===== src/rtl/txq_pkg.sv =====
// Package txq_pkg: shared transaction class codes and the ranking function
// used by the priority selector. Lower rank value means higher priority.
package txq_pkg;

    typedef enum logic [1:0] {
        CLS_FETCH = 2'd0,
        CLS_READ  = 2'd1,
        CLS_WRITE = 2'd2
    } txn_class_e;

    // Map a class and its promotion flag to a 2-bit rank (0 = most urgent).
    function automatic logic [1:0] class_rank(input txn_class_e cls, input logic urgent);
        logic [1:0] r;
        case (cls)
            CLS_FETCH: r = 2'd1;
            CLS_READ:  r = 2'd2;
            default:   r = urgent ? 2'd0 : 2'd3;
        endcase
        return r;
    endfunction

endpackage


===== src/rtl/txq_store.sv =====
// Module txq_store: age-ordered entry storage. Slot 0 is always the oldest
// entry. A pop removes one slot and shifts the younger slots down by one; a
// push lands just above the surviving entries. Each entry has a saturating
// age counter. Assumes the caller never pushes when cnt == DEPTH and never
// pops an index at or above cnt.
module txq_store
    import txq_pkg::*;
#(
    parameter int DEPTH   = 8,
    parameter int WIN     = 4,
    parameter int ADDR_W  = 32,
    parameter int ID_W    = 4,
    parameter int AGE_LIM = 16,
    parameter int AGE_W   = 5,
    parameter int CNT_W   = 4,
    parameter int IDX_W   = 3
) (
    input  logic              clk,
    input  logic              rst_n,
    input  logic              push,
    input  txn_class_e        push_cls,
    input  logic [ADDR_W-1:0] push_addr,
    input  logic [ID_W-1:0]   push_id,
    input  logic              pop,
    input  logic [IDX_W-1:0]  pop_idx,
    output txn_class_e        cls_q  [DEPTH],
    output logic [ADDR_W-1:0] addr_q [DEPTH],
    output logic [ID_W-1:0]   id_q   [DEPTH],
    output logic [AGE_W-1:0]  age_win[WIN],
    output logic [CNT_W-1:0]  cnt
);

    logic [AGE_W-1:0]  age_q  [DEPTH];
    txn_class_e        cls_n  [DEPTH];
    logic [ADDR_W-1:0] addr_n [DEPTH];
    logic [ID_W-1:0]   id_n   [DEPTH];
    logic [AGE_W-1:0]  age_n  [DEPTH];
    logic [CNT_W-1:0]  keep;
    logic [CNT_W-1:0]  cnt_n;

    // Next-state: compact out the popped slot, age survivors, append the push.
    always_comb begin
        keep = cnt - CNT_W'(pop);
        for (int i = 0; i < DEPTH; i++) begin
            int src;
            src = i;
            if (pop && (i >= int'(pop_idx)) && (i < DEPTH - 1)) begin
                src = i + 1;
            end
            cls_n[i]  = cls_q[src];
            addr_n[i] = addr_q[src];
            id_n[i]   = id_q[src];
            age_n[i]  = (age_q[src] >= AGE_W'(AGE_LIM)) ? age_q[src] : age_q[src] + 1'b1;
            if (push && (i == int'(keep))) begin
                cls_n[i]  = push_cls;
                addr_n[i] = push_addr;
                id_n[i]   = push_id;
                age_n[i]  = '0;
            end
        end
        cnt_n = keep + CNT_W'(push);
    end

    // Register the entry array and occupancy count.
    always_ff @(posedge clk) begin
        if (!rst_n) begin
            cnt <= '0;
            for (int i = 0; i < DEPTH; i++) begin
                cls_q[i]  <= CLS_FETCH;
                addr_q[i] <= '0;
                id_q[i]   <= '0;
                age_q[i]  <= '0;
            end
        end else begin
            cnt <= cnt_n;
            for (int i = 0; i < DEPTH; i++) begin
                cls_q[i]  <= cls_n[i];
                addr_q[i] <= addr_n[i];
                id_q[i]   <= id_n[i];
                age_q[i]  <= age_n[i];
            end
        end
    end

    // Expose only the ages of the window slots to the selector.
    for (genvar g = 0; g < WIN; g++) begin : g_age_win
        assign age_win[g] = age_q[g];
    end

endmodule


===== src/rtl/txq_elig.sv =====
// Module txq_elig: per-slot eligibility for the decode window. A slot is
// eligible when it is occupied, its bank is not full, and no older slot holds
// the same cache line. Assumes slots are age ordered (slot 0 oldest) and that
// the bank field lies at or above the line offset bits.
module txq_elig #(
    parameter int WIN    = 4,
    parameter int LINE_W = 26,
    parameter int NBANK  = 4,
    parameter int BOFF   = 0,
    parameter int CNT_W  = 4
) (
    input  logic [LINE_W-1:0] line_w [WIN],
    input  logic [CNT_W-1:0]  cnt,
    input  logic [NBANK-1:0]  bank_full,
    output logic [WIN-1:0]    elig
);

    localparam int BANK_W = $clog2(NBANK);

    // Evaluate occupancy, bank backpressure and the same-line hazard per slot.
    always_comb begin
        for (int i = 0; i < WIN; i++) begin
            logic haz;
            logic [BANK_W-1:0] bk;
            haz = 1'b0;
            for (int j = 0; j < i; j++) begin
                if (line_w[j] == line_w[i]) haz = 1'b1;
            end
            bk = line_w[i][BOFF +: BANK_W];
            elig[i] = (i < int'(cnt)) && !bank_full[bk] && !haz;
        end
    end

endmodule


===== src/rtl/txq_pick.sv =====
// Module txq_pick: chooses one eligible window slot. Lowest rank wins, and
// ties go to the lowest slot index (the oldest). A write whose age has
// reached AGE_LIM takes the most urgent rank. Purely combinational.
module txq_pick
    import txq_pkg::*;
#(
    parameter int WIN     = 4,
    parameter int AGE_LIM = 16,
    parameter int AGE_W   = 5,
    parameter int WIDX_W  = 2
) (
    input  txn_class_e        cls_w [WIN],
    input  logic [AGE_W-1:0]  age_w [WIN],
    input  logic [WIN-1:0]    elig,
    output logic              any,
    output logic [WIDX_W-1:0] sel
);

    // Scan from youngest to oldest so an equal rank further down replaces it.
    always_comb begin
        logic [1:0] best;
        best = 2'd3;
        any  = 1'b0;
        sel  = '0;
        for (int i = WIN - 1; i >= 0; i--) begin
            logic [1:0] r;
            r = class_rank(cls_w[i], age_w[i] >= AGE_W'(AGE_LIM));
            if (elig[i] && (!any || r <= best)) begin
                best = r;
                sel  = WIDX_W'(i);
                any  = 1'b1;
            end
        end
    end

endmodule


===== src/rtl/txn_prio_queue.sv =====
// Module txn_prio_queue: prioritized request queue in front of a memory
// controller. It stores up to DEPTH transactions in age order and offers one
// selected from the oldest WIN entries each cycle. The choice honours class
// priority, write aging, per-bank backpressure and same-line ordering.
// Assumes power-of-two NBANK, 2 <= WIN <= DEPTH, and BANK_LSB >= LINE_LSB.
module txn_prio_queue
    import txq_pkg::*;
#(
    parameter int DEPTH    = 8,
    parameter int WIN      = 4,
    parameter int ADDR_W   = 32,
    parameter int ID_W     = 4,
    parameter int NBANK    = 4,
    parameter int LINE_LSB = 6,
    parameter int BANK_LSB = 6,
    parameter int AGE_LIM  = 16
) (
    input  logic              clk,
    input  logic              rst_n,
    input  logic              in_valid,
    output logic              in_ready,
    input  logic [1:0]        in_class,
    input  logic [ADDR_W-1:0] in_addr,
    input  logic [ID_W-1:0]   in_id,
    output logic              out_valid,
    input  logic              out_ready,
    output logic [1:0]        out_class,
    output logic [ADDR_W-1:0] out_addr,
    output logic [ID_W-1:0]   out_id,
    input  logic [NBANK-1:0]  bank_full
);

    localparam int CNT_W  = $clog2(DEPTH + 1);
    localparam int IDX_W  = $clog2(DEPTH);
    localparam int WIDX_W = $clog2(WIN);
    localparam int AGE_W  = $clog2(AGE_LIM + 1);
    localparam int LINE_W = ADDR_W - LINE_LSB;
    localparam int BOFF   = BANK_LSB - LINE_LSB;

    txn_class_e        cls_q  [DEPTH];
    logic [ADDR_W-1:0] addr_q [DEPTH];
    logic [ID_W-1:0]   id_q   [DEPTH];
    logic [AGE_W-1:0]  age_win[WIN];
    txn_class_e        cls_win[WIN];
    logic [LINE_W-1:0] line_win[WIN];
    logic [CNT_W-1:0]  cnt;
    logic [WIN-1:0]    elig;
    logic [WIDX_W-1:0] sel_w;
    logic [IDX_W-1:0]  sel;
    logic              any;
    logic              push;
    logic              pop;
    txn_class_e        push_cls;

    // Fold the spare class code onto write.
    always_comb begin
        case (in_class)
            2'd0:    push_cls = CLS_FETCH;
            2'd1:    push_cls = CLS_READ;
            default: push_cls = CLS_WRITE;
        endcase
    end

    assign in_ready = (cnt < CNT_W'(DEPTH));
    assign push     = in_valid && in_ready;
    assign pop      = any && out_ready;
    assign sel      = IDX_W'(sel_w);

    // Slice the window views used by eligibility and selection.
    for (genvar g = 0; g < WIN; g++) begin : g_win
        assign cls_win[g]  = cls_q[g];
        assign line_win[g] = addr_q[g][ADDR_W-1:LINE_LSB];
    end

    txq_store #(
        .DEPTH(DEPTH), .WIN(WIN), .ADDR_W(ADDR_W), .ID_W(ID_W),
        .AGE_LIM(AGE_LIM), .AGE_W(AGE_W), .CNT_W(CNT_W), .IDX_W(IDX_W)
    ) u_store (
        .clk(clk), .rst_n(rst_n),
        .push(push), .push_cls(push_cls), .push_addr(in_addr), .push_id(in_id),
        .pop(pop), .pop_idx(sel),
        .cls_q(cls_q), .addr_q(addr_q), .id_q(id_q), .age_win(age_win), .cnt(cnt)
    );

    txq_elig #(
        .WIN(WIN), .LINE_W(LINE_W), .NBANK(NBANK), .BOFF(BOFF), .CNT_W(CNT_W)
    ) u_elig (
        .line_w(line_win), .cnt(cnt), .bank_full(bank_full), .elig(elig)
    );

    txq_pick #(
        .WIN(WIN), .AGE_LIM(AGE_LIM), .AGE_W(AGE_W), .WIDX_W(WIDX_W)
    ) u_pick (
        .cls_w(cls_win), .age_w(age_win), .elig(elig), .any(any), .sel(sel_w)
    );

    assign out_valid = any;
    assign out_class = 2'(cls_q[sel]);
    assign out_addr  = addr_q[sel];
    assign out_id    = id_q[sel];

endmodule


===== config.mk =====
export PLATFORM = sky130hd
export DESIGN_NAME = txn_prio_queue
export DESIGN_NICKNAME = d
export VERILOG_FILES = /design/src/rtl/txq_pkg.sv /design/src/rtl/txq_store.sv /design/src/rtl/txq_elig.sv /design/src/rtl/txq_pick.sv /design/src/rtl/txn_prio_queue.sv
export SDC_FILE = /design/constraint.sdc
export NUM_CORES = 1
export LEC_CHECK = 0
export BUFFER_PORTS_ARGS = -buffer_cell sky130_fd_sc_hd__buf_2
export CAP_MARGIN = 20
export CORE_ASPECT_RATIO = 0.75
export CORE_UTILIZATION = 58
export DETAILED_ROUTE_END_ITERATION = 8
export GPL_ROUTABILITY_DRIVEN = 0
export PLACE_DENSITY = 0.86
export SYNTH_ARGS = -nofsm -noshare
export SYNTH_HDL_FRONTEND = slang
export SYNTH_SLANG_ARGS = --single-unit

===== constraint.sdc =====
create_clock -name clk -period 13.4 [get_ports clk]
set_input_delay 0.67 -clock clk [delete_from_list [all_inputs] [get_ports clk]]
set_output_delay 0.67 -clock clk [all_outputs]
set_load 0.01 [all_outputs]

### Word level (Yosys, flattened, before mapping)

Memories as Yosys holds them, arrays and structs flattened.
Cells that the tools add are included.

| word-level totals | value |
|---|---|
| flip-flop bits (word level) | 308 |
| bits in latches | 0 |
| RAM bits | 40 |
| bits in read-only memories | 0 |
| bits of input ports | 46 |
| output and inout port bits | 40 |
| word-level logic and storage cells | 315 |
| memories | 1 |

Memory list:

| name | depth | bits a word | read ports | clocked after memory_dff | wr ports | line | source |
|---|---|---|---|---|---|---|---|
| u_store.age_q | 8 | 5 | 12 | 0 | 8 | txq_store.sv:33 | `logic [AGE_W-1:0] age_q [DEPTH];` |

| cells by class | value |
|---|---|
| add/subtract/negate cells | 10 |
| multipliers | 0 |
| divide/modulo/power cells | 0 |
| $lt $le $gt $ge | 39 |
| equal/unequal tests | 18 |
| shift operators | 0 |
| mux-type cells | 160 |
| bitwise operators | 16 |
| reductions and logical operators | 46 |

Operator list:

| operator | count |
|---|---|
| $bmux W32 S3 | 8 |
| $mux W32 | 23 |
| $ge A32 B4 Y1 const B | 7 |
| $eq A26 B26 Y1 | 6 |
| $not A3 Y32 | 4 |
| $mux W5 | 24 |
| $bmux W4 S3 | 8 |
| $mux W4 | 23 |
| $mux W2 | 36 |
| $not A2 Y32 | 2 |
| $ge A5 B5 Y1 const B | 12 |
| $bmux W2 S3 | 8 |
| $add A5 B1 Y5 const B | 8 |
| $not A32 Y32 | 1 |
| $logic_and A1 B1 Y1 | 27 |
| $mux W1 | 20 |
| $pmux W2 S2 | 5 |
| $eq A4 B4 Y1 const A | 4 |
| $lt A2 B3 Y1 const B | 4 |
| $eq A2 B1 Y1 const B | 5 |
| $logic_not A1 Y1 | 10 |
| $logic_not A2 Y1 | 5 |
| $ge A3 B2 Y1 const A | 3 |
| $bmux W1 S2 | 4 |
| 16 further kinds | 32 |

### Logic depth before layout (Yosys ltp)

| logic depth | value |
|---|---|
| depth in word-level cells | 27 |
| gate-level depth with buffers | 38 |
| mapped depth without buffers | 35 |

### Hierarchy

A second synthesis with hierarchy kept.

| second synthesis, totals | value |
|---|---|
| cells, all modules | 1994 |
| area total of the unflattened synthesis | 18880.6 um2 |

By module, submodules not included:

| module | instances | cells each | area an instance (um2) | sequential area each (um2) |
|---|---|---|---|---|
| txq_store | 1 | 1668 | 15716.3 | 6966.7 |
| txq_elig | 1 | 222 | 1826.8 | 0.0 |
| txn_prio_queue | 1 | 52 | 963.4 | 0.0 |
| txq_pick | 1 | 52 | 374.1 | 0.0 |

### Worst setup path after synthesis

OpenSTA, ideal clock, no wires.

| timing | value |
|---|---|
| path type | input to output |
| from | in bank_full[3] |
| to | out out_addr[26] |
| arrival time | 5.542 ns |
| data required time | 12.730 ns |
| slack | 7.188 ns |
| stages on the path | 27 |
| path buffers | 3 |
| cell sequence | mux4_2 nor2_1 and4_1 clkbuf_1 nand2b_1 ha_1 a21oi_1 o21ai_0 o22ai_1 ha_1 nor2b_1 o21ai_0 inv_1 o21ai_0 and2_1 nand2_1 o21a_1 ha_1 nor2b_1 o21ai_0 a21o_1 a21oi_1 buf_2 buf_2 mux2i_1 nand2_1 o221a_2 |

| between the ends | value |
|---|---|
| longest elaborated chain between the ends | 22 |
| elaborated cells on any way between the ends | 45 |
| classes of those cells | order compare: 3; mux: 21; bitwise: 1; reduce/logical: 20 |

RTL lines:

| item | line | source |
|---|---|---|
| start, declared | txn_prio_queue.sv:30 | `input logic [NBANK-1:0] bank_full` |
| $bmux W1 S2 | txq_elig.sv:30 | `elig[i] = (i < int'(cnt)) && !bank_full[bk] && !haz;` |
| $mux W1 (not written as such) | txq_elig.sv:30 |  |
| $logic_not A1 Y1 | txq_elig.sv:30 |  |
| $logic_and A1 B1 Y1 (2 in series) | txq_elig.sv:30 |  |
| $mux W2 / $mux W1 (equally long branches) | txq_pick.sv:28 | `if (elig[i] && (!any \|\| r <= best)) begin` |
| $le A2 B2 Y1 / $logic_not A1 Y1 (equally long branches) | txq_pick.sv:28 |  |
| $logic_or A1 B1 Y1 | txq_pick.sv:28 |  |
| $logic_and A1 B1 Y1 | txq_pick.sv:28 |  |
| [4 not listed] | -- |  |
| $mux W2 / $mux W1 (equally long branches) | txq_pick.sv:28 |  |
| $le A2 B2 Y1 / $logic_not A1 Y1 (equally long branches) | txq_pick.sv:28 |  |
| $logic_or A1 B1 Y1 | txq_pick.sv:28 |  |
| $logic_and A1 B1 Y1 | txq_pick.sv:28 |  |
| $mux W2 * | txq_pick.sv:28 |  |
| $not A2 Y4 (not written as such) * | txn_prio_queue.sv:99 | `assign out_addr = addr_q[sel];` |
| $bmux W32 S3 * | txn_prio_queue.sv:99 |  |
| $mux W32 (not written as such) * (2 in series) | txn_prio_queue.sv:99 |  |
| end, declared | txn_prio_queue.sv:28 | `output logic [ADDR_W-1:0] out_addr,` |

Mark *: on every way between the ends. The rest lies on a longest branch, timed or not. The select of a mux whose other input is x is not followed.

### Final worst setup path

| timing | value |
|---|---|
| from | reg u_store.addr_q[159] (netlist bit) |
| to | out out_addr[24] |

| between the ends | value |
|---|---|
| longest elaborated chain between the ends | 23 |
| elaborated cells on any way between the ends | 34 |
| classes of those cells | order compare: 3; eq/ne: 3; mux: 16; bitwise: 1; reduce/logical: 11 |

RTL lines:

| item | line | source |
|---|---|---|
| start, declared | txq_store.sv:27 | `output logic [ADDR_W-1:0] addr_q [DEPTH],` |
| start signal, assigned by index | txq_store.sv:78 | `addr_q[i] <= addr_n[i];` |
| $eq A26 B26 Y1 | txq_elig.sv:27 | `if (line_w[j] == line_w[i]) haz = 1'b1;` |
| $mux W1 (2 in series) | txq_elig.sv:27 |  |
| $mux W1 * | txq_elig.sv:27 |  |
| $logic_not A1 Y1 * | txq_elig.sv:30 |  |
| $logic_and A1 B1 Y1 * | txq_elig.sv:30 |  |
| $mux W2 / $mux W1 (equally long branches) | txq_pick.sv:28 |  |
| $le A2 B2 Y1 / $logic_not A1 Y1 (equally long branches) | txq_pick.sv:28 |  |
| $logic_or A1 B1 Y1 | txq_pick.sv:28 |  |
| [5 not listed] | -- |  |
| $mux W2 / $mux W1 (equally long branches) | txq_pick.sv:28 |  |
| $le A2 B2 Y1 / $logic_not A1 Y1 (equally long branches) | txq_pick.sv:28 |  |
| $logic_or A1 B1 Y1 | txq_pick.sv:28 |  |
| $logic_and A1 B1 Y1 | txq_pick.sv:28 |  |
| $mux W2 * | txq_pick.sv:28 |  |
| $not A2 Y4 (not written as such) * | txn_prio_queue.sv:99 |  |
| $bmux W32 S3 * | txn_prio_queue.sv:99 |  |
| $mux W32 (not written as such) * (2 in series) | txn_prio_queue.sv:99 |  |

Marks and branches as above.

==> results.toml <==
[critical_path]
crit_buf_inv = 3
worstPathArrival_ns = 7.58
required_ns = 12.73
path_max_fanout = 40
critPathMaxStageDelay_ns = 0.79
cp_num_cells = 28
slowest_stage = "or2_2"
reg2regPathDepth = 29
critPathLaunchType = "flop"
cpLargestDelayFamily = "simple AND/OR/NAND/NOR gates"
crit_top_cell = "o21ai_0"
end_kind = "primary output"
path_class = "reg2out"

[die]
die_area_um2 = 34140
rows = 57
ios = 86
die_w_um = 213.0
coreArea_um2 = 32590
die_h_um = 160.3
start_util_pct = 59.43

[yosys]
synthAdderAreaFrac_pct = 1.615
ys_top_cells_by_area = "dfxtp_1 36%, mux2i_1 15%, o211a_1 7.9%, nand2_1 7.5%, xnor2_1 4.6%"
synthArstFlopShare_pct = 0
yosys_warnings = 0
synth_edf_count = 0
synthFlopType = "dfxtp_1"
synthSimpleGateAreaFrac_pct = 12.09
synthXorXnorAreaFrac_pct = 8.456
muxShareOfSynthArea_pct = 16.51
synth_top_family_by_area = "compound AO/OA/AOI/OAI gates"
synth_top_area_share_pct = 35.97
ys_seq_area_share_pct = 35.97
synth_compound_gate_area_share_pct = 19.32
synth_top_area_cell = "dfxtp_1"
syn_avg_cell_area_um2 = 8.788
synth_area_um2 = 19370
synth_cell_type_count = 49
syn_nets = 2275
ys_seq_elements = 348
syn_inst = 2204

[run_status]
status = "finished clean"

[job]
cap_violations = 0

[global_route]
grt_pass1_vias = 15378
grt.total_usage_pct = 30.86
grt_max_degree = 163
overflow = 0
antenna_found_initial = 5
grt_first_pass_wirelength_mm = 84.05

[timing]
final.setup.worst_slack_ns = 5.147
rsz0062_at_grt = "false"
fin_skew_ns = 0.03328
tightest_slew_ns = 1.152
fin_crit_sh_pct = 61.59
min_period_ns = 8.253
finalSetupViolCount = 0
tns_ns = 0
fmax_mhz = 121.2
slew_violations = 0
relSlewSlack_pct = 23.22
hold_viol = 0

[clock_tree]
cts_max_path_buffers = 3
ctsRootBufferMaster = "clkbuf_16"
cts_setup_buffers = 0
ctsResizeCount = 0
clkSinkCount = 348
clock_latency_ns = 0.54
numCtsBuffers = 36
cts_hold_buf = 0
cts_htree_levels = 2
clk_pin_slew_ns = 0.07
tritoncts = "yes"

[pwr]
clockPowerShare_pct = 18.2
netSwitchingFraction_pct = 43.99
seq_power_share_pct = 28.6
ir_drop_mv = 0.2326
power_leakage_nw = 10.45
netSwitchingPower_w = 0.002534
p_per_area_nw_per_um2 = 278.3
intPower_w = 0.003227
power_frac_comb_pct = 53.2
power_w = 0.005761

[min_path]
min_path_type = "in2reg"
hold_depth = 3

[detailed_routing]
viasPerCell = 6.476
drtIter0Drc = 2045
wl_per_cell_um = 21.11
routed_wl_mm = 53.89
route.detailed.drc = 0
dr_total_vias = 16532
drt.antenna.violating_nets = 0
drtPass1Iterations = 9

[layout]
multi_input_area_um2 = 11290
area_growth_pct = 6.874
seq_area_um2 = 6967
nNetsFinal = 2151
drive_gt1_share_pct = 11.20
fill_cells = 2522

[placed_design]
portBuffers = 85
hpwl_mm = 34.17
pre_cts_slack_ns = 5.728
## cell usage after synthesis (all sizes together) (2+ instances only)
cell type	count
o41ai	2
ha	25
nor3	12
mux2i	289
nor2b	12
mux2	19
buf	57
a21oi	91
nand4b	5
dfxtp	348
mux4	4
a31oi	40
nand3	10
nor2	45
a21boi	38
o21ai	127
o22ai	2
clkbuf	209
inv	15
nand4	26
nand2b	3
xor2	85
a211oi	7
o211a	152
and3	6
and2	14
nand2	387
a21o	2
o21a	2
or2	3
xnor2	102
nor4	19
o221a	38
## metrics by stage
| step | cell area (um^2) | hold WS (ns) | utilization, % | cells |
|---|---|---|---|---|
| final | 20700 | 0.4565 | 63.51 | 2553 |
| after global routing | 20690 | 0.4698 | 63.48 | 2549 |
| after CTS | 20690 | 0.4506 | 63.48 | 2549 |
| after detailed placement | 19450 | 0.4598 | 59.68 | 2484 |
| after global placement | 19450 | 0.4501 | 59.68 | 2484 |
| after floorplan | 19370 | 0.4428 | - | 2204 |
## placed cells by master, fill, tap and decap left out, types with 44 or more instances in the layout
cell,n
buf_2,84
o21ai_0,125
o211a_1,152
xnor2_1,102
nand2_1,380
a21oi_1,90
dfxtp_1,348
mux2i_1,289
xor2_1,85
nor2_1,44
## tightest hold or removal path, cell delays in order
cell	delay [ns]
buf_2	0.14
nand2_1	0.06
a21boi_0	0.06
## layout make-up
class | instances | share of cell area [%]
Multi-Input combinational cell | 1575 | 54.53
Sequential cell | 348 | 33.66
Clock buffer | 55 | 5.428
Timing Repair Buffer | 104 | 2.847
Tap cell | 442 | 2.672
Clock inverter | 10 | 0.5500
Inverter | 15 | 0.2720
Antenna cell | 4 | 0.04836
## kinds of logic (layout without fill, tap and decap cells)
group / Yosys count / in the layout
xor gates and xnor gates: 187 / 187
other: 0 / 4
and+or+nand+nor: 546 / 546
adders and majority gates: 25 / 25
DFF: 348 / 348
buffers and inverters: 281 / 184
AOI/OAI and AO/OA: 505 / 505
muxes: 312 / 312
## flip-flops by register name (all words and copies together), names as in the netlist
register,flops
u_store.addr_q,256
u_store.age_q,40
u_store.id_q,32
u_store.cls_q,16
u_store.cnt,4
## routing by layer
metal / part of all wire [%] / GRT usage (%)
met1: 41 / 42.29
met2: 43 / 46.61
met3: 12 / 7.414
met4: 3.9 / 11.81
met5: 0.039 / 0
## power groups by stage
stage	logic [W]	registers (W)	clock network, W
floorplan	0.00245	0.00140	0
global placement	0.00287	0.00163	0
detailed placement	0.00297	0.00164	0
CTS	0.00300	0.00162	0.00105
global route	0.00326	0.00167	0.00109
finish	0.00307	0.00165	0.00105
## worst paths after layout
path	start	end	slack [ns]
worst max register to register	u_store.addr_q[159]$_SDFFE_PN0P_	u_store.age_q[1][4]$_SDFF_PP0_	5.94
worst max-delay path	u_store.addr_q[159]$_SDFFE_PN0P_	out_addr[24]	5.15
worst min-delay path	in_addr[19]	u_store.addr_q[19]$_SDFFE_PN0P_	0.46
worst min register to register	u_store.addr_q[17]$_SDFFE_PN0P_	u_store.addr_q[17]$_SDFFE_PN0P_	0.47
Power figures use the tool's default switching activity.
